==> config.mk <==
export PLATFORM = sky130hd
export DESIGN_NAME = i2cm_status_unit
export DESIGN_NICKNAME = d
export VERILOG_FILES = /design/src/rtl/i2cm_stat_pkg.sv /design/src/rtl/i2cm_sticky_flag.sv /design/src/rtl/i2cm_busfree_timer.sv /design/src/rtl/i2cm_tx_compare.sv /design/src/rtl/i2cm_status_unit.sv
export SDC_FILE = /design/constraint.sdc
export NUM_CORES = 1
export LEC_CHECK = 0
export ABC_AREA = 1
export BUFFER_PORTS_ARGS = -buffer_cell sky130_fd_sc_hd__buf_2
export CAP_MARGIN = 40
export CORE_UTILIZATION = 45
export DETAILED_ROUTE_END_ITERATION = 8
export PLACE_DENSITY_LB_ADDON = 0.25
export SYNTH_ARGS = -nofsm -noshare
export SYNTH_HDL_FRONTEND = slang
export SYNTH_SLANG_ARGS = --single-unit
==> constraint.sdc <==
create_clock -name clk -period 1.39 [get_ports clk]
set_clock_uncertainty 0.1 [all_clocks]
set_input_delay 0.139 -clock clk [delete_from_list [all_inputs] [get_ports clk]]
set_output_delay 0.139 -clock clk [all_outputs]
set_load 0.005 [all_outputs]
==> src/rtl/i2cm_stat_pkg.sv <==
package i2cm_stat_pkg;
   localparam int unsigned WORD_W  = 16;
   localparam int unsigned NBYTES  = WORD_W / 8;
   localparam int unsigned NFLAGS  = 5;
   localparam int unsigned NIRQSRC = 4;

   // flag indices inside the internal flag vector
   typedef enum int unsigned {
      F_ERR   = 0,
      F_OWN   = 1,
      F_ADDR  = 2,
      F_DATA  = 3,
      F_STOP  = 4
   } flag_idx_e;

   // bit position of each flag in the status word
   function automatic int unsigned flag_pos(input int unsigned idx);
      case (idx)
         0: flag_pos = 2;
         1: flag_pos = 7;
         2: flag_pos = 8;
         3: flag_pos = 9;
         default: flag_pos = 10;
      endcase
   endfunction

   localparam logic [WORD_W-1:0] LIVE_MASK = 16'h0784;
endpackage

==> src/rtl/i2cm_sticky_flag.sv <==
module i2cm_sticky_flag (
   input  logic clk,
   input  logic rst_n,
   input  logic enable,
   input  logic set_i,
   input  logic clr_i,
   output logic q
);
   always_ff @(posedge clk or negedge rst_n) begin
      if (!rst_n)       q <= 1'b0;
      else if (!enable) q <= 1'b0;
      else if (set_i)   q <= 1'b1;
      else if (clr_i)   q <= 1'b0;
   end
endmodule

==> src/rtl/i2cm_busfree_timer.sv <==
module i2cm_busfree_timer #(
   parameter int unsigned TW_W = 16
) (
   input  logic            clk,
   input  logic            rst_n,
   input  logic            enable,
   input  logic            load_i,
   input  logic            cancel_i,
   input  logic [TW_W-1:0] free_time,
   output logic            expire_o
);
   localparam logic [TW_W-1:0] ONE = TW_W'(1);

   logic [TW_W-1:0] cnt;
   logic            run;
   logic [TW_W-1:0] load_val;

   assign load_val = (free_time == '0) ? ONE : free_time;
   assign expire_o = run && (cnt == ONE) && !load_i && !cancel_i && enable;

   always_ff @(posedge clk or negedge rst_n) begin
      if (!rst_n) begin
         cnt <= '0;
         run <= 1'b0;
      end else if (!enable || cancel_i) begin
         cnt <= '0;
         run <= 1'b0;
      end else if (load_i) begin
         cnt <= load_val;
         run <= 1'b1;
      end else if (run) begin
         if (cnt == ONE) begin
            cnt <= '0;
            run <= 1'b0;
         end else begin
            cnt <= cnt - ONE;
         end
      end
   end
endmodule

==> src/rtl/i2cm_tx_compare.sv <==
module i2cm_tx_compare (
   input  logic clk,
   input  logic rst_n,
   input  logic enable,
   input  logic stretch_en,
   input  logic bit_strobe,
   input  logic tx_active,
   input  logic tx_bit,
   input  logic sda_sample,
   input  logic byte_done,
   output logic mismatch_o,
   output logic sda_block_o
);
   assign mismatch_o = enable && bit_strobe && tx_active && (tx_bit != sda_sample);

   always_ff @(posedge clk or negedge rst_n) begin
      if (!rst_n)                         sda_block_o <= 1'b0;
      else if (!enable)                   sda_block_o <= 1'b0;
      else if (mismatch_o && stretch_en)  sda_block_o <= 1'b1;
      else if (byte_done)                 sda_block_o <= 1'b0;
   end
endmodule

==> src/rtl/i2cm_status_unit.sv <==
module i2cm_status_unit
   import i2cm_stat_pkg::*;
#(
   parameter int unsigned TW_W    = 16,
   parameter bit          REG_IRQ = 1'b0
) (
   input  logic              clk,
   input  logic              rst_n,
   input  logic              master_en,
   input  logic              stretch_en,
   input  logic [TW_W-1:0]   free_time,
   input  logic [3:0]        int_mask,
   input  logic              evt_start,
   input  logic              evt_addr,
   input  logic              evt_byte,
   input  logic              evt_stop,
   input  logic              bit_strobe,
   input  logic              tx_active,
   input  logic              tx_bit,
   input  logic              sda_sample,
   input  logic              wr_en,
   input  logic [1:0]        wr_be,
   input  logic [15:0]       wr_data,
   output logic [15:0]       rd_data,
   output logic              irq,
   output logic              sda_block
);
   generate
      if (TW_W < 1 || TW_W > 32) begin : g_bad_tw
         $error("TW_W must lie in 1..32");
      end
      if (NBYTES != 2) begin : g_bad_word
         $error("status word must be two bytes");
      end
   endgenerate

   logic [NFLAGS-1:0] flag_q;
   logic [NFLAGS-1:0] hw_set;
   logic [NFLAGS-1:0] clr;
   logic              mismatch;
   logic              expire;

   i2cm_tx_compare u_cmp (
      .clk        (clk),
      .rst_n      (rst_n),
      .enable     (master_en),
      .stretch_en (stretch_en),
      .bit_strobe (bit_strobe),
      .tx_active  (tx_active),
      .tx_bit     (tx_bit),
      .sda_sample (sda_sample),
      .byte_done  (evt_byte),
      .mismatch_o (mismatch),
      .sda_block_o(sda_block)
   );

   i2cm_busfree_timer #(.TW_W(TW_W)) u_tmr (
      .clk      (clk),
      .rst_n    (rst_n),
      .enable   (master_en),
      .load_i   (evt_stop),
      .cancel_i (evt_start),
      .free_time(free_time),
      .expire_o (expire)
   );

   always_comb begin
      hw_set         = '0;
      hw_set[F_ERR]  = mismatch;
      hw_set[F_OWN]  = evt_start;
      hw_set[F_ADDR] = evt_addr;
      hw_set[F_DATA] = evt_byte;
      hw_set[F_STOP] = evt_stop;
   end

   genvar gi;
   generate
      for (gi = 0; gi < NFLAGS; gi++) begin : g_flag
         localparam int unsigned POS = flag_pos(gi);
         logic w1c;
         logic hw_clr;
         assign w1c = wr_en && wr_be[POS/8] && wr_data[POS];
         if (gi == F_OWN) begin : g_own
            assign hw_clr = expire || mismatch;
         end else begin : g_plain
            assign hw_clr = 1'b0;
         end
         assign clr[gi] = w1c || hw_clr;
         i2cm_sticky_flag u_f (
            .clk   (clk),
            .rst_n (rst_n),
            .enable(master_en),
            .set_i (hw_set[gi]),
            .clr_i (clr[gi]),
            .q     (flag_q[gi])
         );
      end
   endgenerate

   always_comb begin
      rd_data = '0;
      for (int i = 0; i < NFLAGS; i++) rd_data[flag_pos(i)] = flag_q[i];
   end

   logic unused_wr;
   assign unused_wr = ^(wr_data & ~LIVE_MASK);

   logic irq_c;
   assign irq_c = |({flag_q[F_ERR], flag_q[F_ADDR], flag_q[F_DATA], flag_q[F_STOP]} & int_mask);

   generate
      if (REG_IRQ) begin : g_irq_ff
         logic irq_q;
         always_ff @(posedge clk or negedge rst_n) begin
            if (!rst_n) irq_q <= 1'b0;
            else        irq_q <= irq_c;
         end
         assign irq = irq_q;
      end else begin : g_irq_comb
         assign irq = irq_c;
      end
   endgenerate
endmodule

# == Yosys cells after proc, flatten, opt, wreduce, memory -nomap -nowiden ==
# Cells that the tools add are included.
# W data, S select, Z words.
# totals
ramBits,0
latchBits,0
rom_bits,0
output_inout_bits,18
mem_count,0
reg_bits,23
# op_classes
n_div,0
eq_ne,8
multipliers,0
n_shift,0
muxes,27
reduce_logical,24
addsub,1
n_bitwise,1
n_lt_le_gt_ge,0
# ops
op,n
$mux W16,5
$mux W1,22
$ne A3 B1 Y1 const B,6
$eq A16 B1 Y1 const B,1
$logic_not A16 Y1,1
$sub A16 B1 Y16 const B,1
$logic_and A1 B1 Y1,15
$and A4 B4 Y4,1
$reduce_or A4 Y1,1
$logic_not A1 Y1,3
$logic_or A1 B1 Y1,3
$reduce_bool A3 Y1,1
$ne A1 B1 Y1,1

# == Longest topological paths before layout ==
# Gate-level depths: netlist of the first run.
# logic_depth
ltp_word,10
depth_mapped,11
ltp_nobuf,11

# == Hierarchy ==
# From an unflattened synthesis of the first run, not the netlist that was laid out.
# hier_totals
cells_unflattened,310
hier_area_um2,1953.1
# modules_own_cells
module,cells_each,n_inst,seq_area_each_um2,area_each_um2
i2cm_busfree_timer,234,1,425.4,1460.2
i2cm_sticky_flag,6,5,25.0,48.8
i2cm_status_unit,32,1,0.0,166.4
i2cm_tx_compare,14,1,25.0,82.6

# == Least setup slack after synthesis of the first run ==
# Ideal clock, no wire load.
# synth_timing
path_type,flip-flop to flip-flop
startpoint,register u_tmr.cnt[1]
endpoint,register u_tmr.cnt[14]
path_slack_ns,-0.059
synth_period_minus_slack_ns,1.449
path_buffers,0
stages_incl_launch_ff,12
required_ns,1.174
t_arrival_ns,1.232
path_cell_list,dfrtp_1 -> inv_1 -> ha_1 -> nand2_1 -> nor2_1 -> nand3_4 -> nand2_1 -> inv_1 -> nand2_1 -> nand2_1 -> nand2_1 -> nand2_1
# synth_via
elab_chain_len,5
word_cells_on_any_way,6
# synth_lines
element,line,rtl
start: declaration,i2cm_busfree_timer.sv:14,logic [TW_W-1:0] cnt;
start signal: assignment,i2cm_busfree_timer.sv:29,cnt <= load_val;
start signal: assignment,i2cm_busfree_timer.sv:36,cnt <= cnt - ONE;
$sub A16 B1 Y16 or $eq A16 B1 Y1 (tied branches),"i2cm_busfree_timer.sv:36, i2cm_busfree_timer.sv:32",
$mux W16 (*),i2cm_busfree_timer.sv:32,if (cnt == ONE) begin
$mux W16 (*),i2cm_busfree_timer.sv:31,end else if (run) begin
$mux W16 (*),i2cm_busfree_timer.sv:28,end else if (load_i) begin
$mux W16 (*),i2cm_busfree_timer.sv:25,end else if (!enable || cancel_i) begin
# Mark *: on every way between the ends. The rest lies on a longest branch, timed or not. The select of a mux whose other input is x is not followed.
# A chain may end at the register's enable or synchronous reset.

# == Worst setup path in the final report of the first run ==
# Same ends and word-level chain as after synthesis.

==> metrics.txt, run 1 <==
status=complete, but fails checks; violations in the final reports=negative setup slack; GP Congestion=0.846; hold path start=evt_byte; area leader, netlist=dfrtp_1; Worst-Margin Slew=551 ps; Cells after Synth=between 200 and 300; row count=23; GRT busiest layer=met2; Synth area leaders=dfrtp_1 30%, nand2_1 17%, inv_1 7.4%, nand3_1 7.2%, buf_4 6.4%; Crit Path Max Fanout=6; share of the yosys chip area belonging to registers=0.305; gr ovfl total=0; largest net degree at the start of global routing=24; WL final=5.46 mm; Setup Viol. Count Final=18; Iter 0 DRT Violations=85; Slew headroom=0.633; die width=66.8 um; post-synthesis area per instance=6.51 um^2; synth unique cells=28; Crit path buffers/inverters=2; layout cell share with drive strength beyond 1=0.391; top cell type's share of synthesized area=0.305; endpoint class of the critical path=flip-flop; Hold Fails Final Rpt=0; Achievable Freq=649 MHz; met1 usage in global routing=0.312; clk buf depth=2; Vias/cell=slightly below 5; Sink Count=23; stages on the worst setup path=11; vias after detailed routing=about 2100; max cap viols=0; chip height=66.8 um; Period minus WS final=1540 ps; first-pass GRT wire length=about 8.5 mm; die area=4460 um^2; worst path cell trace=inv_2 > ha_4 > nand2_2 > nor2_4 > nand3_4 > nand2_1 > inv_1 > nand2_1 > nand2_1 > nand2_1 > nand2_1; cell mode on critical path=nand2_1; Reg clk slew, reported paths=90 ps; final-stage net count=427; FF+latch count, synth=23; CTS tree=built; Core Area=between 4000 and 5000 um^2; Hold WC Path Type=input pin to flip-flop; period utilisation layout=1.11; critical path arrival=1620 ps; Overall Global Routing Usage=0.254; Area Growth Syn to Fin=38.9%; Req. time, crit path=1470 ps; CTS Buf Count=3; VDD IR max=0.441 mV; # IOs=slightly below 70; Startpoint Class=flip-flop; dpl hpwl=3.69 mm; final worst slack=-152 ps; power per standard cell area=815 nW/um^2; initial core utilization=0.472; clock root cell=clkbuf_8; First-pass DRT Iterations=4; r2r startpoint=u_tmr.cnt[1]$_DFFE_PN0P_; htree depth=1; Max Slew Vio Count=0; DR DRC count=0; final setup TNS=-2070 ps; most frequent cells in the layout=80 x nand2_1, 46 x buf_2, 40 x buf_4; CP Launch Point=u_tmr.cnt[1]$_DFFE_PN0P_; WHS=12.7 ps; met3 Usage GRT=0.0377; most common cell after layout, fill and taps aside=nand2_1; crit-path max cell delay=390 ps; hold path depth=3; met2 usage=0.449; delay-heaviest family, CP=simple AND/OR/NAND/NOR gates; Antenna Nets Post-Route=0; Synth warnings=0; I/O Buffers=46; RSZ-0062 raised after global routing=true; slowest cell on the critical path=dfrtp_1; routed len/inst=12.9 um; vias in the first global route=between 1500 and 2000; Leak=1.44 nW; worst reg2reg path depth=11; Netlist Area Pre-Place=between 1500 and 2000 um^2; number of antenna violations at the first check in global routing=0; # diodes=0; Setup Crit Path Kind=flip-flop to flip-flop; worst skew pair latency=280 ps
-- through the flow --
step           setup WS, ps  cell area [um^2]  power, mW  cells  utilization
2_1_floorplan          3.07              1930       1.27    300            -
3_3_place_gp          -96.0              2320       1.53    407        0.579
3_5_place_dp           -139              2320       1.54    407        0.579
4_1_cts                -116              2490       2.05    417        0.622
5_1_grt                -240              2620       2.28    423        0.656
6_report               -152              2620       2.14    423        0.656
-- worst paths after layout --
path | to | slack [ps]
min in group asynchronous | u_tmr.cnt[6]$_DFFE_PN0P_ | 290
worst min register to register | g_flag[2].u_f.q$_DFFE_PN0P_ | 440
worst min-delay path | g_flag[3].u_f.q$_DFFE_PN0P_ | 10
max in group asynchronous | u_tmr.cnt[0]$_DFFE_PN0P_ | 510
worst max register to register | u_tmr.cnt[14]$_DFFE_PN0P_ | -150
worst max-delay path | u_tmr.cnt[14]$_DFFE_PN0P_ | -150
-- sequential cells by signal (all words and copies together), names as in the netlist --
signal and cells:
u_tmr.cnt 16, u_cmp.sda_block_o 1, g_flag.u_f.q 5, u_tmr.run 1
-- cells in the mapped netlist --
library cell,n
nand3_4,1
nor3_1,2
a21oi_1,17
o21bai_1,1
inv_1,37
nand2_4,2
o21ai_0,7
nand2_1,87
nor2_2,6
nand2_2,4
o21ai_2,2
conb_1,1
nor2_4,4
nor2_8,1
o22ai_1,3
dfrtp_1,23
nor2_1,26
buf_2,4
o21ai_1,5
nand3_1,27
ha_1,2
nand4_1,5
buf_4,16
nand3b_1,1
xor2_1,3
clkbuf_1,1
inv_2,1
and3_1,1
-- layout make-up --
type | instances | area (um^2)
fillers | 352 | 1380
clock inverters | 1 | 5.00
repair buffers | 90 | 573
flip-flops and latches | 23 | 579
multi-input cells | 218 | 1220
well taps | 50 | 62.6
inverters | 38 | 143
clock buffers | 3 | 41.3
-- kinds of logic (layout without fill, tap and decap cells) --
| logic type | count (synthesis) | count (layout) | share of synthesized area |
|---|---|---|---|
| other cells | 1 | 11 | 0.00199 |
| fa+ha+maj | 2 | 2 | 0.0133 |
| buf+inv | 59 | 132 | 0.152 |
| xor+xnor | 3 | 3 | 0.0139 |
| simple gates | 167 | 167 | 0.414 |
| compound gates | 35 | 35 | 0.100 |
| flops | 23 | 23 | 0.305 |
-- layer usage --
metal  routed length (um)  vias to the layer above  share of wire
met2                 2690                       84           0.49
met1                 2300                      928           0.42
met4                   51                        0         0.0093
li1                     -                     1061              -
met5                    0                        -              0
met3                  421                        7          0.077
-- repair_timing --
item	4_1_cts	5_1_grt
hold buffers	2	0
setup buffers	4	6
pin swaps	10	13
endpoints found under the setup margin	17	18
resized for setup	24	26
endpoints found under the hold margin	24	0
-- report_power, final --
group          switching [mW]  leakage [nW]  internal [mW]  total [mW]
registers              0.0496         0.302          0.714       0.763
logic                   0.519          1.12          0.408       0.927
clock network           0.247        0.0255          0.201       0.448
total                   0.816          1.44           1.32        2.14
-- worst register-to-register path, stage by stage, from the launching register on --
cell	delay, ps
dfrtp_1	390
inv_2	110
ha_4	170
nand2_2	70
nor2_4	140
nand3_4	140
nand2_1	100
inv_1	40
nand2_1	50
nand2_1	50
nand2_1	50
nand2_1	40
(Power assumes the default switching activity.)
==> run 2: changes to the inputs <==
--- a/config.mk
+++ b/config.mk
@@ -8,7 +8,8 @@
 export ABC_AREA = 1
 export BUFFER_PORTS_ARGS = -buffer_cell sky130_fd_sc_hd__buf_2
 export CAP_MARGIN = 40
-export CORE_UTILIZATION = 45
+export CORE_ASPECT_RATIO = 1.4
+export CORE_UTILIZATION = 44
 export DETAILED_ROUTE_END_ITERATION = 8
 export PLACE_DENSITY_LB_ADDON = 0.25
 export SYNTH_ARGS = -nofsm -noshare
==> run 2 against run 1 <==
Against the previous run:
- the flow finishes with violations (design-rule violations, negative setup slack)
- combinational power shrank 2.3%
- worst hold slack gained 9.1 ps
- routed wire length shrank 6.3%
- critical path depth shrank 3
- global-route usage shrank 1.9 points
- sequential power is essentially flat
- worst setup slack gained 24 ps
- cell count shrank 2.1%
- register-to-register slack gained 20 ps
==> metrics.txt, run 2 (synthesis results as in run 1) <==
RSZ-0062 raised after global routing=true; max cap viols=0; vias in the first global route=1916; Sink Count=23; status=complete, but fails checks; critical path arrival=1580 ps; Slew headroom=0.618; Antenna Nets Post-Route=0; CP Launch Point=u_tmr.cnt[8]$_DFFE_PN0P_; htree depth=1; worst path cell trace=nor2_4 > nand2_4 > nor2_4 > nand2_2 > nand3_1 > nand2_1 > nand2_1 > o21ai_1; Startpoint Class=flip-flop; Worst setup endpoint=u_tmr.cnt[8]$_DFFE_PN0P_; RR Endpoint=u_tmr.cnt[8]$_DFFE_PN0P_; Core Area=slightly above 4000 um^2; reg2reg setup slack=-130 ps; Vias/cell=about 4.9; Achievable Freq=659 MHz; routed len/inst=12.4 um; largest net degree at the start of global routing=24; # IOs=between 60 and 70; DR DRC count=4; die width=57.4 um; worst reg2reg path depth=8; final-stage net count=about 430; max reg flops=16; Worst-Margin Slew=between 500 and 600 ps; final worst slack=-128 ps; vias after detailed routing=2042; hold path depth=3; Leak=1.42 nW; I/O Buffers=46; Setup Crit Path Kind=flip-flop to flip-flop; die area=4560 um^2; Iter 0 DRT Violations=98; Req. time, crit path=1450 ps; CTS Buf Count=3; Hold WC Path Type=input pin to flip-flop; Max Slew Vio Count=0; endpoint class of the critical path=flip-flop; first-pass GRT wire length=8.34 mm; Area Growth Syn to Fin=36.6%; power per standard cell area=around 820 nW/um^2; r2r startpoint=u_tmr.cnt[8]$_DFFE_PN0P_; WHS=around 22 ps; worst skew pair latency=270 ps; slowest cell on the critical path=dfrtp_1; crit-path max cell delay=460 ps; Crit Path Max Fanout=5; biggest regs=u_tmr.cnt x16, g_flag.u_f.q x5; final setup TNS=-1550 ps; VDD IR max=about 0.43 mV; layout cell share with drive strength beyond 1=0.372; Period minus WS final=1520 ps; violations in the final reports=design-rule violations, negative setup slack; WL final=5.12 mm; most frequent cells in the layout=83 x nand2_1, 46 x buf_2, 37 x buf_4; Overall Global Routing Usage=0.234; total power=approximately 2.1 mW; Hold Fails Final Rpt=0; gr ovfl total=0; most common cell after layout, fill and taps aside=nand2_1; period utilisation layout=1.09; chip height=roughly 80 um; CTS tree=built; # diodes=0; clk buf depth=2; Reg clk slew, reported paths=90 ps; GP Congestion=0.839; register with the most flip-flops=u_tmr.cnt; number of antenna violations at the first check in global routing=0; row count=27; dpl hpwl=approximately 3.6 mm; fillers=353; clock root cell=clkbuf_8; Finished Layout Cells=~410; Setup Viol. Count Final=18; Cells after DPL=a little under 400; First-pass DRT Iterations=6; initial core utilization=0.470
run 2: cell types whose count changed in the layout (fill, tap and decap cells not counted), sizes merged:
cell,before,now
buf,88,85
nand2,93,94
run 2: worst min path at each step:
| stage | start | end |
|---|---|---|
| CTS | stretch_en | u_cmp.sda_block_o$_DFFE_PN0P_ |
| detailed placement | rst_n | g_flag[3].u_f.q$_DFFE_PN0P_ |
| global placement | rst_n | g_flag[3].u_f.q$_DFFE_PN0P_ |
| floorplan | rst_n | g_flag[0].u_f.q$_DFFE_PN0P_ |
| finish | stretch_en | u_cmp.sda_block_o$_DFFE_PN0P_ |
| global route | stretch_en | u_cmp.sda_block_o$_DFFE_PN0P_ |
run 2: critical path, delay by kind of cell (launching register included):
| kind | cells | cell delay, ps |
|---|---|---|
| flops | 1 | 460 |
| compound gates | 1 | 60 |
| simple gates | 7 | 800 |
run 2: cell type report:
| cell class | count | area [um^2] | area share |
|---|---|---|---|
| clock buffer | 3 | 41.3 | 0.0160 |
| clock inverter | 1 | 5.00 | 0.00194 |
| multi-input combinational | 219 | 1200 | 0.464 |
| inverter | 38 | 143 | 0.0553 |
| sequential | 23 | 581 | 0.225 |
| tap | 43 | 53.8 | 0.0209 |
| timing repair buffer | 87 | 559 | 0.217 |
run 2: per-layer routing:
layer / share of wire / track usage / vias up
met5: 0 / 0 / -
met4: 0.0084 / 0.0732 / 0
met3: 0.053 / 0.0259 / 4
met2: 0.53 / 0.433 / 59
met1: 0.40 / 0.277 / 927
li1: - / - / 1052
run 2: report_power, final:
group,internal (mW),switching (mW)
Sequential,0.714,0.0498
Clock,0.200,0.233
Combinational,0.407,0.499
run 2: what timing repair did:
item	CTS	global route
resized for setup	13	28
buffers inserted	4	5
hold buffers	2	0
pin swaps	12	13
setup endpoints to repair	17	18
cloned	0	1
endpoints found under the hold margin	24	0
run 2: per-stage QoR:
| stage | util | setup WS (ps) | cell area, um^2 |
|---|---|---|---|
| 2_1_floorplan | - | 3.07 | 1930 |
| 3_3_place_gp | 0.570 | -98.4 | 2290 |
| 3_5_place_dp | 0.570 | -125 | 2290 |
| 4_1_cts | 0.605 | -104 | 2430 |
| 5_1_grt | 0.642 | -228 | 2580 |
| 6_report | 0.642 | -128 | 2580 |
==> run 3: changes to the inputs <==
--- a/config.mk
+++ b/config.mk
@@ -11,7 +11,7 @@
 export CORE_ASPECT_RATIO = 1.4
 export CORE_UTILIZATION = 44
 export DETAILED_ROUTE_END_ITERATION = 8
-export PLACE_DENSITY_LB_ADDON = 0.25
+export PLACE_DENSITY = 0.75
 export SYNTH_ARGS = -nofsm -noshare
 export SYNTH_HDL_FRONTEND = slang
 export SYNTH_SLANG_ARGS = --single-unit
==> constraint.sdc (replaced) <==
create_clock -name clk -period 1.2 [get_ports clk]
set_clock_uncertainty 0.1 [all_clocks]
set_input_delay 0.12 -clock clk [delete_from_list [all_inputs] [get_ports clk]]
set_output_delay 0.12 -clock clk [all_outputs]
set_load 0.02 [all_outputs]
==> run 3 against run 2 <==
Against the previous run:
- the run still ends with design-rule violations, negative setup slack left
- design area rose by 8.6%
- worst hold slack got worse by 20 ps
- worst setup slack got worse by 250 ps
- routed wire length increased by 16%
- maximum frequency shrank 3.8%
- critical endpoint unchanged
- total power grew 27%
- combinational power increased by 39%
- clock power grew 20%
==> metrics.txt, run 3 (synthesis results as in run 1) <==
CTS tree=built; biggest regs=u_tmr.cnt x16, g_flag.u_f.q x5; most common cell after layout, fill and taps aside=nand2_1; Reg clk slew, reported paths=roughly 100 ps; Setup Crit Path Kind=flip-flop to flip-flop; Clk pwr share=0.196; vias after detailed routing=2233; Sw Ratio=0.391; Period minus WS final=1580 ps; Leak=1.55 nW; gr ovfl total=0; violations in the final reports=design-rule violations, negative setup slack; max reg flops=16; Req. time, crit path=1260 ps; Overall Global Routing Usage=0.270; chip height=between 70 and 80 um; final worst slack=-378 ps; RR Endpoint=u_tmr.cnt[8]$_DFFE_PN0P_; Area Growth Syn to Fin=48.4%; die width=~57 um; dpl hpwl=3.95 mm; period utilisation layout=1.32; switching power=1.04 mW; design internal power=1.62 mW; Crit Path Max Fanout=5; VDD IR max=~0.56 mV; Logic pwr share=0.473; CTS Buf Count=3; Setup Viol. Count Final=19; Achievable Freq=634 MHz; largest net degree at the start of global routing=24; Vias/cell=about 5.1; reg2reg setup slack=-380 ps; # IOs=between 60 and 70; Seq pwr share=0.332; row count=27; First-pass DRT Iterations=6; final-stage net count=447; most frequent cells in the layout=81 x nand2_1, 54 x buf_4, 45 x buf_2; Max Slew Vio Count=0; initial core utilization=0.470; register with the most flip-flops=u_tmr.cnt; Hold WC Path Type=input pin to flip-flop; r2r startpoint=u_tmr.cnt[3]$_DFFE_PN0P_; layout cell share with drive strength beyond 1=0.415; WL final=5.92 mm; Iter 0 DRT Violations=76; # diodes=0; worst reg2reg path depth=8; Hold Fails Final Rpt=0; number of antenna violations at the first check in global routing=0; I/O Buffers=46; clk buf depth=2; post-place instance area=2450 um^2; design area=between 2000 and 3000 um^2; hold path start=evt_start; routed len/inst=13.6 um; Slew headroom=0.634; power per standard cell area=between 900 and 1000 nW/um^2; critical path arrival=~1600 ps; Core Area=4020 um^2; hold path depth=3; end of the worst hold path=g_flag[1].u_f.q$_DFFE_PN0P_; first-pass GRT wire length=9.60 mm; Worst-Margin Slew=548 ps; Sink Count=23; htree depth=1; WHS=2.13 ps; DR DRC count=3; Startpoint Class=flip-flop; Antenna Nets Post-Route=0; die area=4560 um^2; worst skew pair latency=280 ps; clock root cell=clkbuf_8; max cap viols=0; endpoint class of the critical path=flip-flop; GP Congestion=0.924; vias in the first global route=2234; RSZ-0062 raised after global routing=true; status=complete, but fails checks
-- run 3: power by group through the flow --
| stage | logic (mW) | registers (mW) | clock network (mW) |
|---|---|---|---|
| floorplan | 0.648 | 0.888 | 0 |
| global placement | 0.988 | 0.888 | 0 |
| detailed placement | 1.01 | 0.889 | 0 |
| CTS | 1.16 | 0.881 | 0.524 |
| global route | 1.37 | 0.888 | 0.550 |
| finish | 1.26 | 0.883 | 0.521 |
-- run 3: through the flow --
step	TNS [ps]	util	std cells	power, mW	setup WS [ps]
after floorplan	-2370	-	300	1.54	-174
after global placement	-4620	0.608	412	1.88	-326
after detailed placement	-5080	0.608	412	1.89	-366
after CTS	-4750	0.678	432	2.57	-292
after global routing	-7540	0.697	436	2.81	-463
final	-5740	0.697	436	2.66	-378
-- run 3: area by class of cell --
| cell class | instances | area [um^2] |
|---|---|---|
| clock buffer | 3 | 41.3 |
| clock inverter | 1 | 7.51 |
| fill | 333 | 1220 |
| inverter | 38 | 148 |
| multi-input combinational | 219 | 1220 |
| sequential | 23 | 579 |
| tap | 43 | 53.8 |
| timing repair buffer | 109 | 747 |
-- run 3: what timing repair did --
item | CTS | global route
buffers inserted | 11 | 4
hold buffers | 4 | 0
setup endpoints to repair | 19 | 19
pin swaps | 9 | 12
gates cloned | 1 | 0
hold endpoints to repair | 26 | 0
gates resized for setup | 31 | 15
-- run 3: worst max path at each step --
stage               slack [ps]                   endpoint                     start
floorplan                 -170  u_tmr.cnt[14]$_DFFE_PN0P_  u_tmr.cnt[9]$_DFFE_PN0P_
global placement          -330   u_tmr.cnt[9]$_DFFE_PN0P_  u_tmr.cnt[5]$_DFFE_PN0P_
detailed placement        -370   u_tmr.cnt[9]$_DFFE_PN0P_  u_tmr.cnt[5]$_DFFE_PN0P_
CTS                       -290  u_tmr.cnt[14]$_DFFE_PN0P_  u_tmr.cnt[0]$_DFFE_PN0P_
global route              -460  u_tmr.cnt[10]$_DFFE_PN0P_  u_tmr.cnt[2]$_DFFE_PN0P_
finish                    -380   u_tmr.cnt[8]$_DFFE_PN0P_  u_tmr.cnt[3]$_DFFE_PN0P_
-- run 3: worst max-delay path, cell delays in order (launching register included) --
cell and delay (ps):
dfrtp_1 450, nor2_4 230, nand2_1 130, nor2_4 190
nand3_1 120, nand3_2 80, nand2_1 50, nand2_1 60
o21ai_1 60
-- run 3: metal layers --
layer	track usage	vias to the layer above	share of wire
li1	-	1102	-
met1	0.294	1050	0.40
met2	0.501	61	0.53
met3	0.0259	20	0.038
met4	0.149	0	0.034
met5	0	-	0
